===== src/rtl/eep_tw_pkg.sv =====
// Package: shared types and constants for the two-wire memory slave.
// Assumes: nothing; pure declarations.
package eep_tw_pkg;
    typedef enum logic [2:0] {
        PH_IDLE,    // waiting for START
        PH_DEV,     // receiving slave address
        PH_WORD,    // receiving word address
        PH_DATA,    // receiving write data
        PH_READ,    // transmitting read data
        PH_IGNORE   // not addressed / done, wait for START or STOP
    } phase_t;

    localparam logic [3:0] DEV_CODE = 4'b1010;
endpackage


===== src/rtl/eep_tw_linecond.sv =====
// Module: line conditioner. Synchronises both bus lines through a
// flop chain and derives clock edges plus START/STOP events.
// Assumes: bus lines idle high; system clock well above bus clock.
module eep_tw_linecond #(
    parameter int SYNC_STAGES = 2
) (
    input  logic clk,
    input  logic rst_n,
    input  logic scl_i,
    input  logic sda_i,
    output logic sda_s,
    output logic scl_rise,
    output logic scl_fall,
    output logic start_ev,
    output logic stop_ev
);
    localparam int NLINES = 2;

    logic [NLINES-1:0] raw;
    logic [NLINES-1:0] synced;
    logic [NLINES-1:0] last;

    assign raw = {sda_i, scl_i};

    genvar g;
    generate
        for (g = 0; g < NLINES; g++) begin : g_line
            logic [SYNC_STAGES-1:0] chain;
            // Purpose: move one line into the system clock domain.
            always_ff @(posedge clk) begin
                if (!rst_n) chain <= '1;
                else        chain <= {chain[SYNC_STAGES-2:0], raw[g]};
            end
            assign synced[g] = chain[SYNC_STAGES-1];
        end
    endgenerate

    // Purpose: keep the previous synchronised sample for edge detection.
    always_ff @(posedge clk) begin
        if (!rst_n) last <= '1;
        else        last <= synced;
    end

    assign sda_s    = synced[1];
    assign scl_rise =  synced[0] & ~last[0];
    assign scl_fall = ~synced[0] &  last[0];
    assign start_ev = synced[0] & last[0] &  last[1] & ~synced[1];
    assign stop_ev  = synced[0] & last[0] & ~last[1] &  synced[1];
endmodule


===== src/rtl/eep_tw_array.sv =====
// Module: byte array with one registered write port and an
// asynchronous read port; a lock input suppresses all writes.
// Assumes: contents are not reset; software-visible state is written first.
module eep_tw_array #(
    parameter int AW = 8
) (
    input  logic          clk,
    input  logic          wr_req,
    input  logic          lock,
    input  logic [AW-1:0] waddr,
    input  logic [7:0]    wdata,
    input  logic [AW-1:0] raddr,
    output logic [7:0]    rdata
);
    localparam int DEPTH = 1 << AW;

    logic [7:0] mem [DEPTH];

    // Purpose: store a byte unless the array is locked.
    always_ff @(posedge clk) begin
        if (wr_req && !lock) mem[waddr] <= wdata;
    end

    assign rdata = mem[raddr];
endmodule


===== src/rtl/eep_tw_slave.sv =====
// Module: two-wire serial memory slave top. Decodes the slave address,
// acknowledges, and serves single-byte writes and sequential reads.
// Assumes: the bus master follows the two-wire protocol; no clock
// stretching; EXT_BITS in 0..3 picks how many strap bits become
// upper word-address bits.
module eep_tw_slave
    import eep_tw_pkg::*;
#(
    parameter int EXT_BITS    = 0,
    parameter int SYNC_STAGES = 2
) (
    input  logic       clk,
    input  logic       rst_n,
    input  logic       scl_i,
    input  logic       sda_i,
    input  logic [2:0] strap_i,
    input  logic       wp_i,
    output logic       sda_oe,
    output logic       sda_lvl
);
    localparam int         AW       = 8 + EXT_BITS;
    localparam logic [2:0] CMP_MASK = 3'b111 << EXT_BITS;

    logic          sda_s, scl_rise, scl_fall, start_ev, stop_ev;
    phase_t        phase;
    logic [3:0]    bitcnt;
    logic [7:0]    shreg;
    logic [7:0]    txsh;
    logic          in_ack;
    logic          rd_q;
    logic          mack;
    logic          oe_q;
    logic [AW-1:0] ptr;
    logic [AW-1:0] waddr_q;
    logic [7:0]    wdata_q;
    logic          wr_req;
    logic [7:0]    rdata;
    logic          dev_hit;
    logic          dev_cap;
    logic [AW-1:0] dev_ptr;
    logic [AW-1:0] word_ptr;

    eep_tw_linecond #(.SYNC_STAGES(SYNC_STAGES)) u_line (
        .clk      (clk),
        .rst_n    (rst_n),
        .scl_i    (scl_i),
        .sda_i    (sda_i),
        .sda_s    (sda_s),
        .scl_rise (scl_rise),
        .scl_fall (scl_fall),
        .start_ev (start_ev),
        .stop_ev  (stop_ev)
    );

    eep_tw_array #(.AW(AW)) u_mem (
        .clk    (clk),
        .wr_req (wr_req),
        .lock   (wp_i),
        .waddr  (waddr_q),
        .wdata  (wdata_q),
        .raddr  (ptr),
        .rdata  (rdata)
    );

    assign dev_hit = (shreg[7:4] == DEV_CODE) &&
                     (((shreg[3:1] ^ strap_i) & CMP_MASK) == 3'b000);

    // Slave-address acknowledge decision cycle (block bits captured here).
    assign dev_cap = scl_fall && !start_ev && !stop_ev && (phase == PH_DEV) &&
                     (bitcnt == 4'd8) && !in_ack && dev_hit;

    generate
        if (EXT_BITS == 0) begin : g_flat
            assign dev_ptr  = ptr;
            assign word_ptr = shreg;
        end else begin : g_blk
            logic [EXT_BITS-1:0] blk_q;
            // Purpose: remember the block-select bits of the slave address.
            always_ff @(posedge clk) begin
                if (!rst_n)       blk_q <= '0;
                else if (dev_cap) blk_q <= shreg[EXT_BITS:1];
            end
            assign dev_ptr  = {shreg[EXT_BITS:1], ptr[7:0]};
            assign word_ptr = {blk_q, shreg};
        end
    endgenerate

    // Purpose: bus protocol sequencer (receive, acknowledge, transmit).
    always_ff @(posedge clk) begin
        if (!rst_n) begin
            phase   <= PH_IDLE;
            bitcnt  <= '0;
            shreg   <= '0;
            txsh    <= '0;
            in_ack  <= 1'b0;
            rd_q    <= 1'b0;
            mack    <= 1'b0;
            oe_q    <= 1'b0;
            ptr     <= '0;
            waddr_q <= '0;
            wdata_q <= '0;
            wr_req  <= 1'b0;
        end else begin
            wr_req <= 1'b0;
            if (stop_ev) begin
                phase  <= PH_IDLE;
                bitcnt <= '0;
                in_ack <= 1'b0;
                oe_q   <= 1'b0;
            end else if (start_ev) begin
                phase  <= PH_DEV;
                bitcnt <= '0;
                in_ack <= 1'b0;
                oe_q   <= 1'b0;
            end else begin
                case (phase)
                    PH_DEV, PH_WORD, PH_DATA: begin
                        if (scl_rise && bitcnt < 4'd8) begin
                            shreg  <= {shreg[6:0], sda_s};
                            bitcnt <= bitcnt + 4'd1;
                        end else if (scl_fall && bitcnt == 4'd8) begin
                            if (!in_ack) begin
                                if (phase == PH_DEV && !dev_hit) begin
                                    phase <= PH_IGNORE;
                                end else begin
                                    in_ack <= 1'b1;
                                    oe_q   <= 1'b1;
                                    if (phase == PH_DEV) begin
                                        rd_q <= shreg[0];
                                        if (shreg[0]) ptr <= dev_ptr;
                                    end
                                    if (phase == PH_WORD) ptr <= word_ptr;
                                end
                            end else begin
                                in_ack <= 1'b0;
                                bitcnt <= '0;
                                oe_q   <= 1'b0;
                                if (phase == PH_DEV) begin
                                    if (rd_q) begin
                                        phase <= PH_READ;
                                        txsh  <= rdata;
                                        oe_q  <= ~rdata[7];
                                        ptr   <= ptr + 1'b1;
                                    end else begin
                                        phase <= PH_WORD;
                                    end
                                end else if (phase == PH_WORD) begin
                                    phase <= PH_DATA;
                                end else begin
                                    wr_req  <= 1'b1;
                                    waddr_q <= ptr;
                                    wdata_q <= shreg;
                                    ptr     <= ptr + 1'b1;
                                    phase   <= PH_IGNORE;
                                end
                            end
                        end
                    end
                    PH_READ: begin
                        if (scl_rise) begin
                            if (bitcnt == 4'd8) mack <= ~sda_s;
                            if (bitcnt < 4'd9)  bitcnt <= bitcnt + 4'd1;
                        end else if (scl_fall) begin
                            if (bitcnt < 4'd8) begin
                                txsh <= {txsh[6:0], 1'b0};
                                oe_q <= ~txsh[6];
                            end else if (bitcnt == 4'd8) begin
                                oe_q <= 1'b0;
                            end else if (mack) begin
                                txsh   <= rdata;
                                oe_q   <= ~rdata[7];
                                ptr    <= ptr + 1'b1;
                                bitcnt <= '0;
                            end else begin
                                phase <= PH_IGNORE;
                                oe_q  <= 1'b0;
                            end
                        end
                    end
                    default: ;
                endcase
            end
        end
    end

    assign sda_oe  = oe_q;
    assign sda_lvl = 1'b0;
endmodule


===== config.mk =====
export PLATFORM = sky130hd
export DESIGN_NAME = eep_tw_slave
export DESIGN_NICKNAME = d
export VERILOG_FILES = /design/src/rtl/eep_tw_pkg.sv /design/src/rtl/eep_tw_linecond.sv /design/src/rtl/eep_tw_array.sv /design/src/rtl/eep_tw_slave.sv
export SDC_FILE = /design/constraint.sdc
export NUM_CORES = 2
export LEC_CHECK = 0
export BUFFER_PORTS_ARGS = -buffer_cell sky130_fd_sc_hd__buf_2
export CORE_ASPECT_RATIO = 1.1
export CORE_MARGIN = 2
export CORE_UTILIZATION = 60
export DETAILED_ROUTE_END_ITERATION = 8
export PLACE_DENSITY = 0.76
export SLEW_MARGIN = 20
export SYNTH_ARGS = -nofsm -noshare
export SYNTH_HDL_FRONTEND = slang
export SYNTH_SLANG_ARGS = --single-unit

===== constraint.sdc =====
create_clock -name clk -period 11.05 [get_ports clk]
set_clock_uncertainty 0.15 [all_clocks]
set_input_delay 1.105 -clock clk [delete_from_list [all_inputs] [get_ports clk]]
set_output_delay 1.105 -clock clk [all_outputs]
set_load 0.01 [all_outputs]

==> implementation parameters <==
Parameter                              Value

Setup path
  Worst-path maximum fanout ... just over 90
  Data arrival time of the critical path ... 5.57 ns
  Element type at the critical path start ... flop
  Master of the slowest instance on the critical path ... dfxtp_4
  Sum of buffers and inverters on the critical path ... 2
  Type of the worst setup path ... reg2reg
  Series of cell instances along the critical path ... buf_12 > buf_4 > mux4_2 > mux2i_1 > nor2_1 > nor4_1 > or4_1 > a41oi_1 > a211oi_2
  Type of destination of the critical path ... flop
  Count of cells along the worst register-to-register path ... 9
  CP delay by family, top ... buffers and inverters
  Slowest Stage Delay on Critical Path ... 0.91 ns
  Required arrival time at the worst endpoint ... ~12 ns
  Flop2flop setup slack ... a little over 6 ns
  Logic depth of the worst path, buffers included ... 9

CTS
  Worst-case clock buffer depth ... 3
  Root buf cell ... clkbuf_16
  Clock latency at the later pin of the worst-skew pair ... about 0.84 ns
  Number of clock sinks ... 2113
  CTS resizes ... 0
  TritonCTS clock tree ... done
  Number of buffers inserted by post-CTS setup repair ... 0
  Hold-fix buffers, CTS ... 0
  CTS H-tree depth ... 4
  Clock buffers created by TritonCTS ... 191
  Clock-pin slew on the worst setup and hold paths ... 0.07 ns

Synth
  Share of the yosys chip area belonging to registers ... 75.7%
  Post-Syn Area ... 82900 sq um
  Largest family of logic cells by synthesized area ... multiplexers
  Unique masters post-synth ... a little under 80
  Top FF cell, synth ... edfxtp_1
  Fraction of synthesized cell area in xor and xnor cells ... 0.0422%
  Synthesized net count ... 4057
  Async S/R FF share, synth ... 0%
  Cell count after synthesis ... 4043
  Cell type with the highest aggregate area in the netlist ... edfxtp_1
  Flops & latches, synth ... around 2100
  Top post-synthesis cells by area ... edfxtp_1, mux4_2, mux2i_1
  Adder and majority gate portion of the synthesized area ... 0.0905%
  Share of synthesized cell area in and, or, nand and nor gates ... 3.62%
  Multiplexer fraction of the synthesized cell area ... 16.4%
  Complex-gate fraction of the synthesized area ... 2.41%
  Fraction of synthesized cell area taken by the top area cell type ... about 74%
  Mean instance size in the synthesized netlist ... 20.5 sq um
  Most numerous cell types in the synthesized netlist ... edfxtp_1, mux4_2, nor2_1, nand2_1, mux2i_1
  Number of enable flip-flop cells after synthesis ... slightly above 2000
  Count of warnings emitted by yosys ... 0
  Most repeated cell in the gate-level netlist after synthesis ... edfxtp_1

Global routing
  Grt ovf ... 0
  Pin count of the biggest net entering global routing ... 115
  Wire length of the first global-routing pass ... ~300 mm
  Total routing resource utilization after global routing ... 29.3%
  Via count of the first global-routing pass ... 41600
  Number of antenna violations at the first check in global routing ... 3

Placed design
  Number of buffers added on ports ... 8
  Routability-driven placement congestion ratio ... slightly above 0.9
  Final HPWL DP ... 120 mm
  Dpl cells ... 5704

Timing
  Max-slew violations ... 0
  Maximum clock rate ... approximately 0.20 GHz
  Final min period ... around 5.0 ns
  Count of endpoints failing setup in the final report ... 0
  Setup repair after global routing missed its margin ... no
  Share of the clock period used by the worst path ... 45.0%
  Normalized max-slew margin ... 20.5%
  Least-Margin Pin Slew ... approximately 1.2 ns
  Sum Neg Setup Slack ... 0 ns
  Final Hold Fails ... 0

Route
  Number of nets with antenna violations after detailed routing ... 0
  Number of optimization iterations in the first detailed-route pass ... 6
  Average wire per cell in the routed design ... 33.5 microns
  First DRT Iteration DRCs ... 6802
  Total number of vias ... 41900
  Average via count per standard cell ... slightly below 7
  Total DRC errors in the routed layout ... 0
  Final routed wirelength across all metal layers ... 203 mm

Floorplanning
  # IOs ... 10
  Die height ... about 390 microns
  Number of rows created at floorplan ... 143
  DIE AREA ... roughly 140000 sq um
  Initial standard-cell utilization of the core ... 60.3%
  Core Box Area ... 138000 sq um
  X dimension of the die ... 358 microns

Power and ir drop
  Power density over cell area ... 167 nW/um^2
  Maximum VDD drop ... between 0.15 and 0.2 mV
  Static power due to leakage ... 27.6 nW

Layout
  Share of cells above drive strength 1 ... 21.9%
  Area added between synthesis and finish ... 9.45%
  Final non-filler cell total ... 6062
  Number of nets in the layout ... 4100

Worst hold path
  Hold path depth ... 1
  Type of the tightest min-delay check ... reg2reg

Status
  Run status ... completed

Flow run
  Max-cap viol count ... 0
-- cells by family (layout without fill, tap and decap cells) --
| family | after synthesis | in the layout |
|---|---|---|
| DFF | 2113 | 2113 |
| buffers and inverters | 255 | 461 |
| and+or+nand+nor | 683 | 683 |
| adders and majority gates | 6 | 6 |
| AOI/OAI and AO/OA | 283 | 283 |
| muxes | 698 | 698 |
| other | 1 | 2 |
| xor gates and xnor gates | 4 | 4 |
-- sequential cells by signal, summed over array words and instances, names as in the netlist, named ones only --
register and cells:
dev_ptr 8, u_line.last 2, sda_oe 1, wr_req 1, waddr_q 8, in_ack 1, phase 3, rd_q 1
shreg 8, bitcnt 4, wdata_q 8, txsh 7, mack 1, u_mem.mem 2048, u_line.g_line.chain 4
-- report_power, final --
group	total (W)	switching [W]	internal, W
clock network	0.00650	0.00293	0.00357
registers	0.00864	0.00000102	0.00864
logic	0.0000157	0.0000103	0.00000531
total	0.0152	0.00294	0.0122
-- final timing paths --
check,start,end
max reg2reg,flop,sda_oe
min,u_line.g_line[1].chain[0],u_line.g_line[1].chain[1]
min reg2reg,u_line.g_line[1].chain[0],u_line.g_line[1].chain[1]
max,flop,sda_oe
-- per-layer routing --
metal,vias to the layer above,global-route usage (%),routed length (microns)
met1,21900,41.1,73700
met4,4,12.4,9510
met3,519,6.85,22400
met5,-,0,27
li1,16800,-,-
met2,2785,44.9,97400
-- layout make-up --
type,count,area [sq um]
antenna,1,2.50
clock buffer,240,5140
clock inverter,116,996
fill,8448,46800
inverter,19,75.1
multi-input combinational,1675,18700
sequential,2113,62800
tap,1812,2270
timing repair buffer,86,708
-- per-stage QoR --
stage,util [%],total power (W),setup slack [ns],area [sq um],hold slack [ns]
6_report,66.0,0.0152,6.07,90800,0.262
5_1_grt,66.0,0.0155,5.74,90800,0.278
4_1_cts,65.9,0.0152,5.98,90700,0.258
3_5_place_dp,61.5,0.00883,6.01,84600,0.246
3_3_place_gp,61.5,0.00883,6.04,84600,0.254
2_1_floorplan,-,0.00883,6.65,82900,0.236
-- worst reg2reg max path: cells and delay by family (launching register included) --
family,cells,cell delay [ns]
AND/OR/NAND/NOR,3,1.13
flip-flops,1,0.91
AO/OA/AOI/OAI,2,0.28
buffers and inverters,2,1.59
multiplexers,2,0.83
-- placed cells by master, fill, tap and decap left out, drive strengths merged, types with 11 or more instances in the layout --
cell,count
a211oi,18
a21oi,71
a31oi,18
a32oi,13
buf,86
bufinv,11
clkbuf,240
clkinv,94
dfxtp,65
edfxtp,2048
inv,25
mux2,13
mux2i,159
mux4,526
nand2,176
nand2b,16
nand3,49
nand4,15
nor2,316
nor2b,47
nor3,20
o211ai,13
o21ai,26
o221ai,23
o22ai,20
Power figures use the tool's default switching activity.
